## config.mk

```make
export PLATFORM = sky130hd
export DESIGN_NAME = pci_clkrun_ctrl
export DESIGN_NICKNAME = d
export VERILOG_FILES = /design/src/rtl/crun_pkg.sv /design/src/rtl/crun_sync.sv /design/src/rtl/crun_activity_merge.sv /design/src/rtl/crun_seq_fsm.sv /design/src/rtl/pci_clkrun_ctrl.sv
export SDC_FILE = /design/constraint.sdc
export NUM_CORES = 1
export LEC_CHECK = 0
export BUFFER_PORTS_ARGS = -buffer_cell sky130_fd_sc_hd__buf_2
export CORE_AREA = 3 3 40 42
export CTS_CLUSTER_DIAMETER = 50
export CTS_CLUSTER_SIZE = 25
export DETAILED_ROUTE_END_ITERATION = 8
export DIE_AREA = 0 0 43 45
export REMOVE_ABC_BUFFERS = 1
export SYNTH_ARGS = -nofsm -noshare
export SYNTH_HDL_FRONTEND = slang
export SYNTH_SLANG_ARGS = --single-unit
export TNS_END_PERCENT = 100
```

## constraint.sdc

```tcl
create_clock -name clk -period 1.65 [get_ports clk]
set_input_delay 0.4125 -clock clk [delete_from_list [all_inputs] [get_ports clk]]
set_output_delay 0.4125 -clock clk [all_outputs]
set_load 0.05 [all_outputs]
```

## src/rtl/crun_pkg.sv

```systemverilog
package crun_pkg;
  typedef enum logic [1:0] {
    ST_RUN     = 2'd0,
    ST_WAIT    = 2'd1,
    ST_STOP    = 2'd2,
    ST_RESTART = 2'd3
  } crun_state_e;
endpackage

```

## src/rtl/crun_sync.sv

```systemverilog
module crun_sync #(
  parameter int STAGES = 2
) (
  input  logic clk,
  input  logic rst_n,
  input  logic d_in,
  output logic q_out
);
  logic [STAGES-1:0] chain_q;

  generate
    for (genvar i = 0; i < STAGES; i++) begin : g_stage
      if (i == 0) begin : g_first
        always_ff @(posedge clk or negedge rst_n) begin
          if (!rst_n) chain_q[0] <= 1'b0;
          else        chain_q[0] <= d_in;
        end
      end else begin : g_next
        always_ff @(posedge clk or negedge rst_n) begin
          if (!rst_n) chain_q[i] <= 1'b0;
          else        chain_q[i] <= chain_q[i-1];
        end
      end
    end
  endgenerate

  assign q_out = chain_q[STAGES-1];
endmodule

```

## src/rtl/crun_activity_merge.sv

```systemverilog
module crun_activity_merge #(
  parameter int NREQ = 2
) (
  input  logic [NREQ-1:0] bus_req_n,
  input  logic            dma_req,
  input  logic            irq_frame_busy,
  input  logic            irq_cont_mode,
  input  logic            hub_cycle_pend,
  input  logic            bus_cycle_busy,
  output logic            hold_active
);
  logic [NREQ-1:0] req_seen;

  generate
    for (genvar i = 0; i < NREQ; i++) begin : g_req
      assign req_seen[i] = ~bus_req_n[i];
    end
  endgenerate

  assign hold_active = (|req_seen) | dma_req | irq_frame_busy | irq_cont_mode
                     | hub_cycle_pend | bus_cycle_busy;
endmodule

```

## src/rtl/crun_seq_fsm.sv

```systemverilog
module crun_seq_fsm
  import crun_pkg::*;
#(
  parameter int SETTLE   = 2,
  parameter int WAIT_CYC = 3
) (
  input  logic clk,
  input  logic rst_n,
  input  logic enable,
  input  logic wake_req,
  input  logic hold_active,
  input  logic line_hi,
  output logic clkrun_oe,
  output logic stop_req_n
);
  localparam int LAST = SETTLE + WAIT_CYC - 1;
  localparam int CW   = $clog2(LAST + 2);
  localparam int RW   = $clog2(LAST + 3);

  crun_state_e st_q, st_d;
  logic [CW-1:0] cnt_q, cnt_d;
  logic busy;
  logic judged;

  assign busy   = hold_active | wake_req | ~enable;
  assign judged = (cnt_q >= CW'(SETTLE));

  always_comb begin
    st_d  = st_q;
    cnt_d = cnt_q;
    unique case (st_q)
      ST_RUN: begin
        if (!busy) begin
          st_d  = ST_WAIT;
          cnt_d = '0;
        end
      end
      ST_WAIT: begin
        if (busy)                  st_d = ST_RUN;
        else if (judged && !line_hi) st_d = ST_RUN;
        else if (cnt_q == CW'(LAST)) st_d = ST_STOP;
        else                         cnt_d = cnt_q + 1'b1;
      end
      ST_STOP: begin
        if (busy)          st_d = ST_RUN;
        else if (!line_hi) st_d = ST_RESTART;
      end
      ST_RESTART: st_d = ST_RUN;
      default:    st_d = ST_RUN;
    endcase
  end

  always_ff @(posedge clk or negedge rst_n) begin
    if (!rst_n) begin
      st_q  <= ST_RUN;
      cnt_q <= '0;
    end else begin
      st_q  <= st_d;
      cnt_q <= cnt_d;
    end
  end

  assign clkrun_oe  = (st_q == ST_RUN) || (st_q == ST_RESTART);
  assign stop_req_n = !((st_q == ST_STOP) || (st_q == ST_RESTART));

  // Independent run-length of released cycles, used only by the checks below.
  logic [RW-1:0] rel_run_q;
  always_ff @(posedge clk or negedge rst_n) begin
    if (!rst_n)                          rel_run_q <= '0;
    else if (clkrun_oe)                  rel_run_q <= '0;
    else if (rel_run_q != RW'(LAST + 2)) rel_run_q <= rel_run_q + 1'b1;
  end

  a_r2_hold_drives_line: assert property (@(posedge clk) disable iff (!rst_n)
    hold_active |=> (clkrun_oe && stop_req_n));

  a_r3_disable_keeps_clock: assert property (@(posedge clk) disable iff (!rst_n)
    !enable |=> (clkrun_oe && stop_req_n));

  a_r4_idle_releases: assert property (@(posedge clk) disable iff (!rst_n)
    (st_q == ST_RUN && !busy) |=> !clkrun_oe);

  a_r5_stop_after_window: assert property (@(posedge clk) disable iff (!rst_n)
    $fell(stop_req_n) |-> (rel_run_q == RW'(LAST + 1)));

  a_r6_peer_cancels: assert property (@(posedge clk) disable iff (!rst_n)
    (st_q == ST_WAIT && judged && !line_hi) |=> (clkrun_oe && stop_req_n));

  a_r7_peer_restarts: assert property (@(posedge clk) disable iff (!rst_n)
    (st_q == ST_STOP && !line_hi) |=> clkrun_oe ##1 stop_req_n);

  a_r8_wake_together: assert property (@(posedge clk) disable iff (!rst_n)
    (!stop_req_n && !clkrun_oe && wake_req) |=> (clkrun_oe && stop_req_n));

  a_r9_restart_one_cycle: assert property (@(posedge clk) disable iff (!rst_n)
    (!stop_req_n && clkrun_oe) |=> stop_req_n);
endmodule

```

## src/rtl/pci_clkrun_ctrl.sv

```systemverilog
module pci_clkrun_ctrl #(
  parameter int NREQ        = 2,
  parameter int SYNC_STAGES = 2,
  parameter int WAIT_CYC    = 3
) (
  input  logic            clk,
  input  logic            rst_n,
  input  logic            enable,
  input  logic            wake_req,
  input  logic [NREQ-1:0] bus_req_n,
  input  logic            dma_req,
  input  logic            irq_frame_busy,
  input  logic            irq_cont_mode,
  input  logic            hub_cycle_pend,
  input  logic            bus_cycle_busy,
  input  logic            clkrun_in,
  output logic            clkrun_oe,
  output logic            stop_req_n
);
  logic line_hi;
  logic hold_active;

  crun_sync #(.STAGES(SYNC_STAGES)) u_sync (
    .clk   (clk),
    .rst_n (rst_n),
    .d_in  (clkrun_in),
    .q_out (line_hi)
  );

  crun_activity_merge #(.NREQ(NREQ)) u_merge (
    .bus_req_n      (bus_req_n),
    .dma_req        (dma_req),
    .irq_frame_busy (irq_frame_busy),
    .irq_cont_mode  (irq_cont_mode),
    .hub_cycle_pend (hub_cycle_pend),
    .bus_cycle_busy (bus_cycle_busy),
    .hold_active    (hold_active)
  );

  crun_seq_fsm #(.SETTLE(SYNC_STAGES), .WAIT_CYC(WAIT_CYC)) u_fsm (
    .clk         (clk),
    .rst_n       (rst_n),
    .enable      (enable),
    .wake_req    (wake_req),
    .hold_active (hold_active),
    .line_hi     (line_hi),
    .clkrun_oe   (clkrun_oe),
    .stop_req_n  (stop_req_n)
  );

  a_r1_reset_state: assert property (@(posedge clk) disable iff (!rst_n)
    $rose(rst_n) |-> (clkrun_oe && stop_req_n));
endmodule

```

==> results of run 1 <==
[sequential cells by signal, summed over array words and instances (netlist names)]
| name | cells |
|---|---|
| u_fsm.st_q | 2 |
| u_sync.q_out | 1 |
| u_fsm.cnt_q | 3 |
| u_sync.chain_q | 1 |
[repair_timing]
action,in CTS,in global routing
hold endpoints to repair,7,0
setup endpoints to repair,3,7
gates resized for setup,5,12
buffers inserted,0,2
hold buffers,1,0
pin swaps,1,4
[Yosys cell counts, types with 2 or more instances]
master,n
inv_1,8
nor3_1,2
nand2_1,3
nor2_1,2
mux2i_1,2
dfrtp_1,7
a21oi_1,2
ha_1,7
o21ai_0,2
[cell type report]
type,count,area [sq um]
clock buffer,4,26.3
fill,120,547
multi-input combinational,35,322
timing repair buffer,24,166
inverter,8,30.0
sequential,7,175
tap,15,18.8
[worst max-delay path: cells and delay by family (launching register included)]
kind          cells  cell delay (ns)
flops             1             0.41
buf+inv           2             0.31
fa+ha+maj         1             0.15
simple gates      1             0.11
[per-stage QoR]
step,utilization,instances
after CTS,0.533,91
after global routing,0.574,93
final,0.574,93
after floorplan,-,50
after global placement,0.496,86
after detailed placement,0.496,86
[where the power goes]
part | total [W] | internal, W | switching, W | leakage, nW
logic | 0.000114 | 0.0000584 | 0.0000558 | 0.246
clock network | 0.000156 | 0.0000923 | 0.0000635 | 0.0150
registers | 0.000192 | 0.000183 | 0.00000982 | 0.0834
[cell families (layout without fill, tap and decap cells)]
logic type | Yosys count | count (layout) | share of synthesized area
muxes | 3 | 3 | 0.0635
and+or+nand+nor | 14 | 14 | 0.180
buffers and inverters | 8 | 36 | 0.0609
adders and majority gates | 7 | 7 | 0.178
AOI/OAI and AO/OA | 11 | 11 | 0.162
DFF | 7 | 7 | 0.355
[metal layers]
layer	routed length [microns]	vias up	track usage
li1	-	233	-
met1	450	212	0.126
met4	15	0	0.0723
met2	544	15	0.189
met3	85	2	0.0438
met5	0	-	0
[final timing paths]
check,endpoint,cells past startpoint
setup / recovery,stop_req_n,4
max in group asynchronous,u_fsm.st_q[0]$_DFFE_PN0P_,2
min in group asynchronous,u_fsm.cnt_q[1]$_DFFE_PN0P_,2
setup reg to reg,u_fsm.cnt_q[2]$_DFFE_PN0P_,6
hold reg to reg,u_sync.q_out$_DFF_PN0_,0
hold / removal,u_sync.chain_q[0]$_DFF_PN0_,1
==> run metrics, run 1 <==
core area between 1000 and 1500 sq um; synth warn 0; top cells by area, synth dfrtp_1 (36%), ha_1 (18%), inv_1 (6.1%), mux2i_1 (4.1%), nor4b_2 (3.0%); hold_ws between 0.2 and 0.3 ns; post-synth top area share 0.355; sequential area share after synthesis 0.355; Final Wtd Congestion between 0.7 and 0.8; Synth Flop Type dfrtp_1; vias in the first global route slightly above 400; Leak Pwr roughly 0.34 nW; Setup crit start u_fsm.st_q[0]$_DFFE_PN0P_; hold_sp clkrun_in; antenna violations before repair 0; Slowest-stage cell, CP dfrtp_1; total gr overflow 0; Syn Area/Cell approximately 9.9 sq um; I/O Buffers 13; worst setup margin 0.00993 ns; commonest non-fill, non-tap cells in the layout buf_2 (11), buf_4 (9), dfrtp_1 (7), inv_1 (5), ha_1 (4); area grow syn2layout 49.7%; ANT cells 0; worst vdd ir 0.000364 V; HPWL after detailed placement ~820 microns; Crit path top cell by count buf_6; Clock Tree Buf Depth 2; final WL ~1100 microns; status complete, no violations; WL/cell approximately 12 microns; Post-DP Area 637 sq um; largest net degree at the start of global routing 8; post-layout net count 98; clk_lat worst skew between 0.2 and 0.3 ns; initial core utilization 0.384; critical-path maximum fanout 3; Ports 14; max-cap violations 0; DRT antenna net count 0; worst path required time between 1 and 1.5 ns; GRT Util Overall 0.115; RSZ-0062 raised after global routing yes; H-tree levels 1; post-synth cell types 24; clk slew on worst S/H paths ~0.05 ns; FFs w/ async S/R, synth 1.00; Worst-Margin Slew between 0.2 and 0.3 ns; commonest non-fill, non-tap cell in the layout buf_2; Mapped Area a little under 500 sq um; post-route clock period utilization 0.994; CP cell instances buf_6 > ha_4 > nor2_2 > buf_6; Final Slew Violations 0; CTS Buf Count 3; Via Count ~460; Largest stage delay, worst path between 0.4 and 0.5 ns; Post-Layout Inst Area approximately 740 sq um; TritonCTS clock tree yes; Hold Path Class input pin to register; setup TNS 0 ns; CP arrival 1.23 ns; final hold vios 0; pre-CTS WS -0.0693 ns; Slew HR 0.826; DR vias/cell ~5.0; setup violators final 0; Core Rows 13; Final min period between 1.5 and 2 ns; crit end category output port; drt first pass iters 4; layout cell share with drive strength beyond 1 0.513; reg2reg start u_fsm.cnt_q[0]$_DFFE_PN0P_; Worst Setup Start Kind register; fmax roughly 610 MHz; Post-Synthesis Cells 50; drc violations 0; Die W about 43 microns; r2r setup slk around 0.070 ns; clock sinks 7; CP Class register to output port; root buffer cell clkbuf_4; die height approximately 45 microns; PnR Total Power 0.000462 W; post-synthesis register bit count 7; Layout Skew between 0.005 and 0.006 ns; pwr dens between 600 and 700 nW/um^2; largest area contributor in the netlist dfrtp_1; number of enable flip-flop cells after synthesis 0; Die Area ~1900 sq um; global-route wire length before repair about 1600 microns; Starting DRT DRC Count 2
Note: power is estimated with default switching activity, not from simulation.
==> run 2: changes to the inputs <==
--- a/config.mk
+++ b/config.mk
@@ -11,7 +11,7 @@
 export CTS_CLUSTER_SIZE = 25
 export DETAILED_ROUTE_END_ITERATION = 8
 export DIE_AREA = 0 0 43 45
-export REMOVE_ABC_BUFFERS = 1
+export SKIP_LAST_GASP = 1
 export SYNTH_ARGS = -nofsm -noshare
 export SYNTH_HDL_FRONTEND = slang
 export SYNTH_SLANG_ARGS = --single-unit
==> constraint.sdc (replaced) <==
create_clock -name clk -period 1.65 [get_ports clk]
set_input_delay 0.4125 -clock clk [delete_from_list [all_inputs] [get_ports clk]]
set_output_delay 0.4125 -clock clk [all_outputs]
set_load 0.01 [all_outputs]
==> run 2 against run 1 <==
Against the previous run: die area stayed put; clock power hardly changed; non-clock buffer count stayed put; combinational power is 11% lower; total power is 2.9% lower; critical path depth stayed put; via count is 2.4% lower; hold slack hardly changed; critical path type unchanged; sequential power hardly changed; largest power group unchanged; critical endpoint unchanged.
==> run metrics, run 2 (synthesized netlist as in run 1, its figures left out) <==
status complete, no violations (unchanged); critical-path maximum fanout 3 (unchanged); Metal-1 WL 421 microns (was 450 microns); worst setup margin 0.0620 ns (was 0.00993 ns); Worst Setup Start Kind register (unchanged); CTS Buf Count 3 (unchanged); Die W 43 microns (unchanged); HPWL after detailed placement 822 microns (unchanged); area grow syn2layout 43.7% (was 49.7%); Via Count 451 (was 462); Ports 14 (unchanged); final WL 982 microns (was 1100 microns); CP arrival 1.18 ns (was 1.23 ns); final hold vios 0 (unchanged); Biggest register u_fsm.cnt_q (unchanged); clk_lat worst skew 0.25 ns (about the same); RSZ-0062 raised after global routing yes (unchanged); global-route wire length before repair 1590 microns (was 1610 microns); highest routed layer met4 (unchanged); core area 1280 sq um (unchanged); pwr dens 634 nW/um^2 (was 626 nW/um^2); Worst Reg2Reg Path Length in Cells 6 (unchanged); Starting DRT DRC Count 2 (unchanged); Slew HR 0.824 (was 0.826); die height 45 microns (unchanged); Final Wtd Congestion 0.747 (unchanged); commonest non-fill, non-tap cells in the layout buf_2 (13), buf_4 (9), inv_1 (7), dfrtp_1 (7), ha_1 (6) (was buf_2 (11), buf_4 (9), dfrtp_1 (7), inv_1 (5), ha_1 (4)); CP Class register to output port (unchanged); vias in the first global route 401 (was 409); DR vias/cell 4.85 (was 4.97); drc violations 0 (unchanged); initial core utilization 0.384 (unchanged); Cells on Worst Hold Path 1 (unchanged); pre-CTS WS -0.0693 ns (unchanged); GRT Util Overall 0.113 (was 0.115); clock sinks 7 (unchanged); root buffer cell clkbuf_4 (unchanged); Post-Layout Inst Area 708 sq um (was 738 sq um); Final Slew Violations 0 (unchanged); Core Rows 13 (unchanged); met3 WL post-DR 84 microns (was 85 microns); Clock Tree Buf Depth 2 (unchanged); worst vdd ir 0.000344 V (was 0.000364 V); commonest non-fill, non-tap cell in the layout buf_2 (unchanged); Die Area 1940 sq um (unchanged); fmax 630 MHz (was 610 MHz); largest net degree at the start of global routing 8 (unchanged); clk slew on worst S/H paths 0.05 ns (about the same); H-tree levels 1 (unchanged); I/O Buffers 13 (unchanged); crit end category output port (unchanged); ANT cells 0 (unchanged); max reg flops 3 (unchanged); syn_nets 69; largest registers u_fsm.cnt_q (3), u_fsm.st_q (2) (unchanged); Leak Pwr 0.340 nW (was 0.344 nW); setup violators final 0 (unchanged); antenna violations before repair 0 (unchanged); layout cell share with drive strength beyond 1 0.449 (was 0.513); Layout Skew 0.00599 ns (about the same); Final min period 1.59 ns (was 1.64 ns); drt first pass iters 2 (was 4); Post-DP Area 637 sq um (unchanged); Hold Path Class input pin to register (unchanged); Worst-Margin Slew 0.264 ns (was 0.261 ns); post-layout net count 98 (unchanged); DRT antenna net count 0 (unchanged); max-cap violations 0 (unchanged); post-route clock period utilization 0.962 (was 0.994); WL/cell 10.6 microns (was 11.8 microns); worst path required time 1.24 ns (about the same); TritonCTS clock tree yes (unchanged); total gr overflow 0 (unchanged); wire length on met2 460 microns (was 544 microns)
## run 2: cell counts in the layout (fill, tap and decap cells not counted)
No cell type changed its count.
## run 2: path summary, 6_finish.rpt
kind,slack [ns],end,start
max in group asynchronous,0.98,u_fsm.st_q[0]$_DFFE_PN0P_,rst_n
max,0.06,stop_req_n,u_fsm.st_q[0]$_DFFE_PN0P_
min reg2reg,0.35,u_sync.q_out$_DFF_PN0_,u_sync.chain_q[0]$_DFF_PN0_
min,0.27,u_sync.chain_q[0]$_DFF_PN0_,clkrun_in
max reg2reg,0.07,u_fsm.cnt_q[2]$_DFFE_PN0P_,u_fsm.cnt_q[0]$_DFFE_PN0P_
min in group asynchronous,0.51,u_fsm.cnt_q[1]$_DFFE_PN0P_,rst_n
## run 2: final cells by class
| type | count | area (sq um) |
|---|---|---|
| Inverter | 8 | 30.0 |
| Multi-Input combinational cell | 35 | 304 |
| Timing Repair Buffer | 24 | 154 |
| Fill cell | 127 | 577 |
| Tap cell | 15 | 18.8 |
| Clock buffer | 4 | 26.3 |
| Sequential cell | 7 | 175 |
## run 2: repair_timing
item,in CTS,in global routing
hold buffers,1,0
setup endpoints to repair,1,6
cloned,0,0
endpoints found under the hold margin,7,0
pin swaps,0,3
buffers inserted,0,2
resized for setup,1,6
## run 2: routing by layer
metal / track usage / up-vias
li1: - / 232
met1: 0.126 / 202
met2: 0.183 / 15
met4: 0.0723 / 0
met3: 0.0438 / 2
met5: 0 / -
## run 2: through the flow
| stage | total power [W] | setup TNS, ns | std cells | hold slack [ns] | utilization |
|---|---|---|---|---|---|
| floorplan | 0.000235 | 0 | 50 | 0.117 | - |
| global route | 0.000479 | -0.0607 | 93 | 0.261 | 0.551 |
| finish | 0.000449 | 0 | 93 | 0.268 | 0.551 |
| CTS | 0.000447 | 0 | 91 | 0.258 | 0.524 |
| detailed placement | 0.000281 | -0.107 | 86 | 0.252 | 0.496 |
| global placement | 0.000280 | -0.109 | 86 | 0.254 | 0.496 |
## run 2: power breakdown
part	leakage, nW	switching, W	internal [W]
logic	0.241	0.0000459	0.0000552
registers	0.0834	0.00000923	0.000183
clock network	0.0150	0.0000637	0.0000923
## run 2: worst max-delay path, cell delays in order (launching register included)
cell and delay [ns]:
dfrtp_1 0.40, buf_6 0.13, ha_1 0.18, nor2_1 0.09, buf_2 0.13
